===== src/rtl/spi_stat_pkg.sv =====
package spi_stat_pkg;
  localparam int CMD_W  = 32;
  localparam int WORD_W = 16;
  localparam int STAT_W = 32;
  localparam int LEN_W  = 11;
  localparam int ADDR_W = 17;
  localparam int FN_W   = 2;
  localparam int CNT_W  = $clog2(CMD_W);
  localparam int N_EV   = 3;

  typedef struct packed {
    logic              wr;
    logic              inc;
    logic [FN_W-1:0]   fn;
    logic [ADDR_W-1:0] addr;
    logic [LEN_W-1:0]  nbytes;
  } cmd_t;

  typedef enum logic [1:0] {PH_CMD, PH_DATA, PH_STAT, PH_DONE} phase_t;

  // number of 16-bit payload words for a byte count (rounded up)
  function automatic logic [LEN_W-1:0] words_for(input logic [LEN_W-1:0] nb);
    logic [LEN_W:0] t;
    t = ({1'b0, nb} + 1'b1) >> 1;
    return t[LEN_W-1:0];
  endfunction

  function automatic logic [STAT_W-1:0] build_status(
    input logic navail, input logic unf, input logic ovf,
    input logic f2irq, input logic rxrdy, input logic pkt,
    input logic [LEN_W-1:0] len);
    logic [STAT_W-1:0] s;
    s = '0;
    s[0] = navail;
    s[1] = unf;
    s[2] = ovf;
    s[3] = f2irq;
    s[5] = rxrdy;
    s[8] = pkt;
    s[9 +: LEN_W] = len;
    return s;
  endfunction
endpackage


===== src/rtl/spi_stat_sync.sv =====
module spi_stat_sync #(
  parameter int W = 3,
  parameter int STAGES = 2,
  parameter logic [W-1:0] RST = '0
) (
  input  logic         clk,
  input  logic         rst_n,
  input  logic [W-1:0] d,
  output logic [W-1:0] q
);
  localparam int TOT = W * STAGES;
  logic [TOT-1:0] chain;

  always_ff @(posedge clk or negedge rst_n) begin
    if (!rst_n) chain <= {STAGES{RST}};
    else        chain <= {chain[TOT-W-1:0], d};
  end

  assign q = chain[TOT-1 -: W];
endmodule


===== src/rtl/spi_stat_irq.sv =====
module spi_stat_irq #(
  parameter int N = 3
) (
  input  logic         clk,
  input  logic         rst_n,
  input  logic [N-1:0] set_ev,
  input  logic         clr,
  input  logic [N-1:0] mask,
  input  logic         wake,
  output logic [N-1:0] pend,
  output logic         irq
);
  always_ff @(posedge clk or negedge rst_n) begin
    if (!rst_n) pend <= '0;
    else        pend <= (pend & ~{N{clr}}) | set_ev;
  end

  assign irq = wake & (|(pend & mask));

  AST_IRQ_NEEDS_WAKE: assert property (@(posedge clk) disable iff (!rst_n)
    irq |-> wake);
  AST_EVENT_LATCHED: assert property (@(posedge clk) disable iff (!rst_n)
    (|set_ev) |=> ((pend & $past(set_ev)) == $past(set_ev)));
  AST_READ_CLEARS: assert property (@(posedge clk) disable iff (!rst_n)
    (clr && set_ev == '0) |=> (pend == '0));
endmodule


===== src/rtl/spi_stat_slave.sv =====
module spi_stat_slave
  import spi_stat_pkg::*;
(
  input  logic              clk,
  input  logic              rst_n,
  input  logic              spi_sclk,
  input  logic              spi_cs_n,
  input  logic              spi_mosi,
  output logic              spi_miso,
  output logic              wf_push,
  output logic [WORD_W-1:0] wf_data,
  input  logic              wf_full,
  output logic              rf_pop,
  input  logic [WORD_W-1:0] rf_data,
  input  logic              rf_empty,
  input  logic              core_f2_irq,
  input  logic              core_rx_ready,
  input  logic              core_pkt_avail,
  input  logic [LEN_W-1:0]  core_pkt_len,
  output logic              host_irq,
  output logic              wake
);
  localparam logic [CNT_W-1:0] CMD_LAST  = CNT_W'(CMD_W - 1);
  localparam logic [CNT_W-1:0] WORD_LAST = CNT_W'(WORD_W - 1);
  localparam logic [CNT_W-1:0] STAT_LAST = CNT_W'(STAT_W - 1);

  // pin synchronization and edge detection
  logic [2:0] pins_q;
  spi_stat_sync #(.W(3), .STAGES(2), .RST(3'b100)) u_sync (
    .clk(clk), .rst_n(rst_n),
    .d({spi_cs_n, spi_sclk, spi_mosi}), .q(pins_q));

  logic cs_s, sclk_s, mosi_s, cs_d, sclk_d;
  assign cs_s   = pins_q[2];
  assign sclk_s = pins_q[1];
  assign mosi_s = pins_q[0];

  always_ff @(posedge clk or negedge rst_n) begin
    if (!rst_n) begin
      cs_d   <= 1'b1;
      sclk_d <= 1'b0;
    end else begin
      cs_d   <= cs_s;
      sclk_d <= sclk_s;
    end
  end

  logic cs_act, cs_on, rise_ev, fall_ev;
  assign cs_act  = ~cs_s;
  assign cs_on   = ~cs_s & cs_d;
  assign rise_ev = cs_act & sclk_s & ~sclk_d;
  assign fall_ev = cs_act & ~sclk_s & sclk_d;

  // state
  phase_t                   phase;
  logic [CNT_W-1:0]         bitcnt;
  logic [CMD_W-2:0]         cmd_sr;
  logic [WORD_W-2:0]        rx_sr;
  logic [STAT_W-1:0]        tx_sr;
  logic                     cmd_wr, cmd_inc;
  logic [FN_W-1:0]          cmd_fn;
  logic [ADDR_W-1:0]        addr_q;
  logic [LEN_W-1:0]         words_left;
  logic                     first_word;
  logic                     fl_navail, fl_unf, fl_ovf;
  logic [N_EV-1:0]          mask_q;
  logic                     f2_d, pkt_d;

  // named events
  cmd_t              cmd_now;
  logic [WORD_W-1:0] rx_word;
  logic              cmd_done, word_done, stat_done;
  logic              load_word, load_stat, fifo_rd, data_wr, reg_wr;
  logic              wake_rise, clr_pend;
  logic [N_EV-1:0]   pend, set_ev;
  logic [WORD_W-1:0] rd_word;
  logic [LEN_W-1:0]  nwords_now;

  assign cmd_now    = cmd_t'({cmd_sr, mosi_s});
  assign rx_word    = {rx_sr, mosi_s};
  assign nwords_now = words_for(cmd_now.nbytes);
  assign cmd_done   = rise_ev && phase == PH_CMD  && bitcnt == CMD_LAST;
  assign word_done  = rise_ev && phase == PH_DATA && bitcnt == WORD_LAST;
  assign stat_done  = rise_ev && phase == PH_STAT && bitcnt == STAT_LAST;
  assign load_word  = fall_ev && phase == PH_DATA && bitcnt == '0 && !cmd_wr;
  assign load_stat  = fall_ev && phase == PH_STAT && bitcnt == '0;
  assign fifo_rd    = load_word && cmd_fn != '0;
  assign data_wr    = word_done && cmd_wr && cmd_fn != '0;
  assign reg_wr     = word_done && cmd_wr && cmd_fn == '0;
  assign wake_rise  = reg_wr && addr_q == '0 && rx_word[0] && !wake;
  assign clr_pend   = load_stat && !cmd_wr && cmd_fn == '0;
  assign set_ev     = {core_pkt_avail & ~pkt_d, core_f2_irq & ~f2_d, wake_rise};

  always_comb begin
    if (cmd_fn == '0)   rd_word = WORD_W'(pend);
    else if (rf_empty)  rd_word = '0;
    else                rd_word = rf_data;
  end

  assign wf_push  = data_wr && !wf_full;
  assign wf_data  = rx_word;
  assign rf_pop   = fifo_rd && !rf_empty;
  assign spi_miso = tx_sr[STAT_W-1];

  always_ff @(posedge clk or negedge rst_n) begin
    if (!rst_n) begin
      f2_d  <= 1'b0;
      pkt_d <= 1'b0;
    end else begin
      f2_d  <= core_f2_irq;
      pkt_d <= core_pkt_avail;
    end
  end

  // control registers reached through function 0
  always_ff @(posedge clk or negedge rst_n) begin
    if (!rst_n) begin
      wake   <= 1'b0;
      mask_q <= '1;
    end else if (reg_wr) begin
      if (addr_q == ADDR_W'(0)) wake   <= rx_word[0];
      if (addr_q == ADDR_W'(1)) mask_q <= rx_word[N_EV-1:0];
    end
  end

  // transaction sequencer
  always_ff @(posedge clk or negedge rst_n) begin
    if (!rst_n) begin
      phase      <= PH_CMD;
      bitcnt     <= '0;
      cmd_sr     <= '0;
      rx_sr      <= '0;
      tx_sr      <= '0;
      cmd_wr     <= 1'b0;
      cmd_inc    <= 1'b0;
      cmd_fn     <= '0;
      addr_q     <= '0;
      words_left <= '0;
      first_word <= 1'b0;
      fl_navail  <= 1'b0;
      fl_unf     <= 1'b0;
      fl_ovf     <= 1'b0;
    end else if (!cs_act) begin
      phase  <= PH_CMD;
      bitcnt <= '0;
      tx_sr  <= '0;
    end else begin
      if (cs_on) begin
        fl_navail <= 1'b0;
        fl_unf    <= 1'b0;
        fl_ovf    <= 1'b0;
      end
      if (rise_ev) begin
        unique case (phase)
          PH_CMD: begin
            cmd_sr <= {cmd_sr[CMD_W-3:0], mosi_s};
            bitcnt <= bitcnt + 1'b1;
            if (cmd_done) begin
              cmd_wr     <= cmd_now.wr;
              cmd_inc    <= cmd_now.inc;
              cmd_fn     <= cmd_now.fn;
              addr_q     <= cmd_now.addr;
              words_left <= nwords_now;
              first_word <= 1'b1;
              bitcnt     <= '0;
              phase      <= (nwords_now == '0) ? PH_STAT : PH_DATA;
            end
          end
          PH_DATA: begin
            rx_sr  <= rx_word[WORD_W-2:0];
            bitcnt <= bitcnt + 1'b1;
            if (word_done) begin
              bitcnt     <= '0;
              first_word <= 1'b0;
              words_left <= words_left - 1'b1;
              if (cmd_inc) addr_q <= addr_q + 1'b1;
              if (words_left == LEN_W'(1)) phase <= PH_STAT;
              if (data_wr && wf_full) fl_ovf <= 1'b1;
            end
          end
          PH_STAT: begin
            bitcnt <= bitcnt + 1'b1;
            if (stat_done) phase <= PH_DONE;
          end
          default: ;
        endcase
      end
      if (fall_ev) begin
        if (load_word)      tx_sr <= {rd_word, {(STAT_W-WORD_W){1'b0}}};
        else if (load_stat) tx_sr <= build_status(fl_navail, fl_unf, fl_ovf, core_f2_irq,
                                                  core_rx_ready, core_pkt_avail, core_pkt_len);
        else                tx_sr <= {tx_sr[STAT_W-2:0], 1'b0};
        if (fifo_rd && rf_empty) begin
          fl_unf <= 1'b1;
          if (first_word) fl_navail <= 1'b1;
        end
      end
    end
  end

  spi_stat_irq #(.N(N_EV)) u_irq (
    .clk(clk), .rst_n(rst_n), .set_ev(set_ev), .clr(clr_pend),
    .mask(mask_q), .wake(wake), .pend(pend), .irq(host_irq));

  AST_CMD_LEAVES: assert property (@(posedge clk) disable iff (!rst_n)
    cmd_done |=> phase != PH_CMD);
  AST_PUSH_SINGLE: assert property (@(posedge clk) disable iff (!rst_n)
    wf_push |=> !wf_push);
  AST_POP_SINGLE: assert property (@(posedge clk) disable iff (!rst_n)
    rf_pop |=> !rf_pop);
  AST_UNF_STICKY: assert property (@(posedge clk) disable iff (!rst_n)
    (fl_unf && cs_act && !cs_on) |=> fl_unf);
  AST_STAT_RESERVED: assert property (@(posedge clk) disable iff (!rst_n)
    load_stat |=> (tx_sr[4] == 1'b0 && tx_sr[7:6] == 2'b00 && tx_sr[31:20] == '0));
  AST_FLAGS_FRESH: assert property (@(posedge clk) disable iff (!rst_n)
    (cs_on && !rise_ev && !fall_ev) |=> !(fl_unf || fl_ovf || fl_navail));
  AST_ABORT_IDLE: assert property (@(posedge clk) disable iff (!rst_n)
    !cs_act |=> (phase == PH_CMD && bitcnt == '0 && !spi_miso));
endmodule


===== config.mk =====
export PLATFORM = sky130hd
export DESIGN_NAME = spi_stat_slave
export DESIGN_NICKNAME = d
export VERILOG_FILES = /design/src/rtl/spi_stat_pkg.sv /design/src/rtl/spi_stat_sync.sv /design/src/rtl/spi_stat_irq.sv /design/src/rtl/spi_stat_slave.sv
export SDC_FILE = /design/constraint.sdc
export NUM_CORES = 1
export LEC_CHECK = 0
export BUFFER_PORTS_ARGS = -buffer_cell sky130_fd_sc_hd__buf_2
export CORE_MARGIN = 2
export CORE_UTILIZATION = 50
export DETAILED_ROUTE_END_ITERATION = 10
export GPL_ROUTABILITY_DRIVEN = 0
export HOLD_SLACK_MARGIN = 0.08
export PLACE_DENSITY_LB_ADDON = 0.3
export RECOVER_POWER = 25
export SLEW_MARGIN = 20
export SYNTH_ARGS = -nofsm -noshare
export SYNTH_HDL_FRONTEND = slang
export SYNTH_HIERARCHICAL = 1
export SYNTH_SLANG_ARGS = --single-unit
export TNS_END_PERCENT = 50

===== constraint.sdc =====
create_clock -name clk -period 5.67 [get_ports clk]
set_clock_uncertainty 0.1 [all_clocks]
set_input_delay 0.8505 -clock clk [delete_from_list [all_inputs] [get_ports clk]]
set_output_delay 0.8505 -clock clk [all_outputs]
set_load 0.01 [all_outputs]

==> flow_summary.json <==
{
  "hold_viol": 0,
  "hold_class": "register to register",
  "cts_tree": "yes",
  "ys_warn_count": 6,
  "synthArstFlopShare": 1.00,
  "finalSetupViolCount": 0,
  "fin_crit_sh": 0.662,
  "fillCellCount": 1108,
  "worst-endpoint-required_ns": 4.72,
  "power_density_nw_per_um2": 301,
  "crit_arrival_ns": 2.80,
  "rows": 42,
  "ctsResizeCount": 0,
  "leakagePower_nw": 3.68,
  "io_pins": 58,
  "synth-seq-cells": 138,
  "syn_area_um2": 6650,
  "cts_num_sinks": 138,
  "first_iter_violations": 351,
  "syn_inst": 602,
  "dpl_cell_area_um2": 7040,
  "period_needed_ns": 3.75,
  "yosysSeqAreaShare": 0.521,
  "slew_headroom": 0.283,
  "synthFlopType": "dfrtp_1",
  "synth_edf_count": 0,
  "syn_area_per_cell_um2": 11.0,
  "clockRootBuffer": "clkbuf_16",
  "worstSetupEndpointType": "primary output",
  "max_cap_viol_count": 0,
  "die_h_um": 119,
  "diodes": 0,
  "final_area_um2": 7610,
  "worst_slew_pin_slew_ns": 1.07,
  "tns_ns": 0,
  "critical_path_class": "register to primary output",
  "die-width_um": 119,
  "grt-ovfl-total": 0,
  "grt_max_degree": 97,
  "drtPass1Iterations": 7,
  "cts_hold_buf": 0,
  "rsz0062_at_grt": "no",
  "num_vias": 4935,
  "maxSlewViolCount": 0,
  "dpl.hpwl_mm": 9.43,
  "core_um2": 13100,
  "grt_pass1_wl_mm": 23.3,
  "drt-wirelength-per-cell_um": 16.4,
  "post_cts_buffers": 0,
  "post-route-drc-count": 0,
  "area_growth_pct": 14.5,
  "final_layout_size_suffix_gt1_frac": 0.239,
  "clkTransAtPathRegs_ns": 0.06,
  "grt_pass1_vias": 4876,
  "cts_buffer_depth": 2,
  "die-area_um2": 14200,
  "insertion_delay_ns": 0.42,
  "viasPerCell": 5.88,
  "grt_antenna_before_repair": 0,
  "vdd_drop_max_uv": 238,
  "crit_path_max_fanout": 26,
  "grtUsageTotal": 0.207,
  "final_nets": 701,
  "cts_made_buffers": 17,
  "io_buffers": 57,
  "yosysUniqueCellTypes": 54,
  "start_kind": "register",
  "start_util": 0.506,
  "synth_nets": 652,
  "max_freq_mhz": 266,
  "status": "complete, no violations",
  "ant_nets": 0,
  "htreeDepth": 4,
  "routed_wl_mm": 13.8
}
[cells in the mapped netlist, types with 2 or more instances]
master    instances  area share
a211oi_1          3      0.0034
a21o_1            3      0.0034
a21oi_1          26       0.020
a221oi_1          2      0.0026
a222oi_1         13       0.020
a22o_1            8       0.011
a22oi_1           4      0.0045
a31oi_1           2      0.0019
a32o_1            2      0.0030
and2_1            4      0.0038
and3_1           10      0.0094
buf_2            15       0.011
buf_4             3      0.0034
clkbuf_1         12      0.0068
dfrtp_1         132        0.50
dfstp_2           6       0.024
ha_1             13       0.024
inv_1            26       0.015
mux2_2           56       0.095
mux2i_1          22       0.033
nand2_1          42       0.024
nand2b_1          5      0.0047
nand3_1          27       0.020
nand3b_1          5      0.0056
nand4_1           5      0.0047
nor2_1           21       0.012
nor2b_1           4      0.0038
nor3_1           17       0.013
nor3b_1           7      0.0079
nor4_1            8      0.0075
nor4_4            2      0.0064
o211ai_1          4      0.0045
o21ai_0          45       0.034
o22ai_1          19       0.018
xnor2_1           4      0.0053
xor2_1            7      0.0092
[sequential cells by signal (all words and copies together), names as in the netlist, 2 cells and up]
| name | count |
|---|---|
| addr_q | 17 |
| bitcnt | 5 |
| cmd_fn | 2 |
| cmd_sr | 31 |
| mask_q | 3 |
| phase | 2 |
| rx_sr | 15 |
| tx_sr | 32 |
| u_irq/pend | 3 |
| u_sync/chain | 6 |
| words_left | 11 |
[final timing paths]
| kind | from | to | slack, ns | cells past startpoint |
|---|---|---|---|---|
| hold / removal | u_sync/chain[0] | u_sync/chain[3] | 0.25 | 0 |
| setup / recovery | phase[1] | rf_pop | 1.92 | 6 |
| max in group asynchronous | rst_n | mask_q[0] | 4.01 | 2 |
| hold reg to reg | u_sync/chain[0] | u_sync/chain[3] | 0.25 | 0 |
| setup reg to reg | bitcnt[1] | addr_q[10] | 2.24 | 8 |
| min in group asynchronous | rst_n | tx_sr[11] | 0.40 | 1 |
[worst max-delay path, cell delays in order, from the launching register on]
cell and delay (ns):
dfrtp_1 0.39, inv_1 0.09, ha_1 0.44, buf_4 0.40
nand3b_4 0.21, nor4_4 0.58, buf_2 0.25
[per-layer routing]
layer  GRT usage  vias to the layer above  routed length [um]  part of all wire
li1            -                     2310                   -                 -
met1       0.262                     2434                6050              0.44
met2       0.331                      164                6540              0.48
met3      0.0623                       27                 867             0.063
met4      0.0853                        0                 300             0.022
met5           0                        -                   0                 0
[logic make-up (layout without fill, tap and decap cells)]
| family | Yosys count | in the layout | synth area share |
|---|---|---|---|
| buffers and inverters | 57 | 119 | 0.0378 |
| adder cells (fa/ha/maj) | 13 | 13 | 0.0245 |
| flip-flops | 138 | 138 | 0.521 |
| AND/OR/NAND/NOR | 165 | 165 | 0.136 |
| XOR/XNOR | 11 | 11 | 0.0145 |
| AO/OA/AOI/OAI | 140 | 140 | 0.138 |
| multiplexers | 78 | 78 | 0.128 |
[cells in the final DEF, fill, tap and decap left out, drive strengths merged, types with 5 or more instances in the layout]
cell / count
a21oi: 27
nor4: 10
nor3: 17
nand2b: 5
mux2: 56
clkinvlp: 5
o21ai: 46
buf: 59
nand3b: 6
o22ai: 19
ha: 13
dfrtp: 132
a222oi: 13
nand2: 43
mux2i: 22
dfstp: 6
xor2: 7
nand4: 5
inv: 26
and3: 10
clkbuf: 24
nor2: 21
a22o: 8
nand3: 27
nor3b: 7
[per-stage QoR]
step / utilization / power, mW / hold WS (ns) / cells / setup WS [ns]
finish: 0.579 / 2.29 / 0.254 / 840 / 1.92
global route: 0.579 / 2.39 / 0.267 / 840 / 1.79
CTS: 0.580 / 2.32 / 0.255 / 840 / 1.97
detailed placement: 0.536 / 1.25 / 0.239 / 808 / 2.33
global placement: 0.536 / 1.24 / 0.239 / 808 / 2.42
floorplan: - / 1.18 / 0.231 / 602 / 3.18
[where the power goes]
group	internal [mW]	total, mW	switching (mW)	leakage (nW)
sequential	1.02	1.07	0.0540	1.87
clock	0.658	1.06	0.407	0.263
combinational	0.0750	0.157	0.0815	1.55
[area by class of cell]
class	count	area [um^2]	area share
flip-flops and latches	138	3460	0.455
clock buffers	22	454	0.0597
clock inverters	10	120	0.0158
well taps	176	220	0.0289
multi-input cells	407	2940	0.386
repair buffers	61	319	0.0419
inverters	26	97.6	0.0128
No activity file was read; power rests on OpenSTA's default activity.
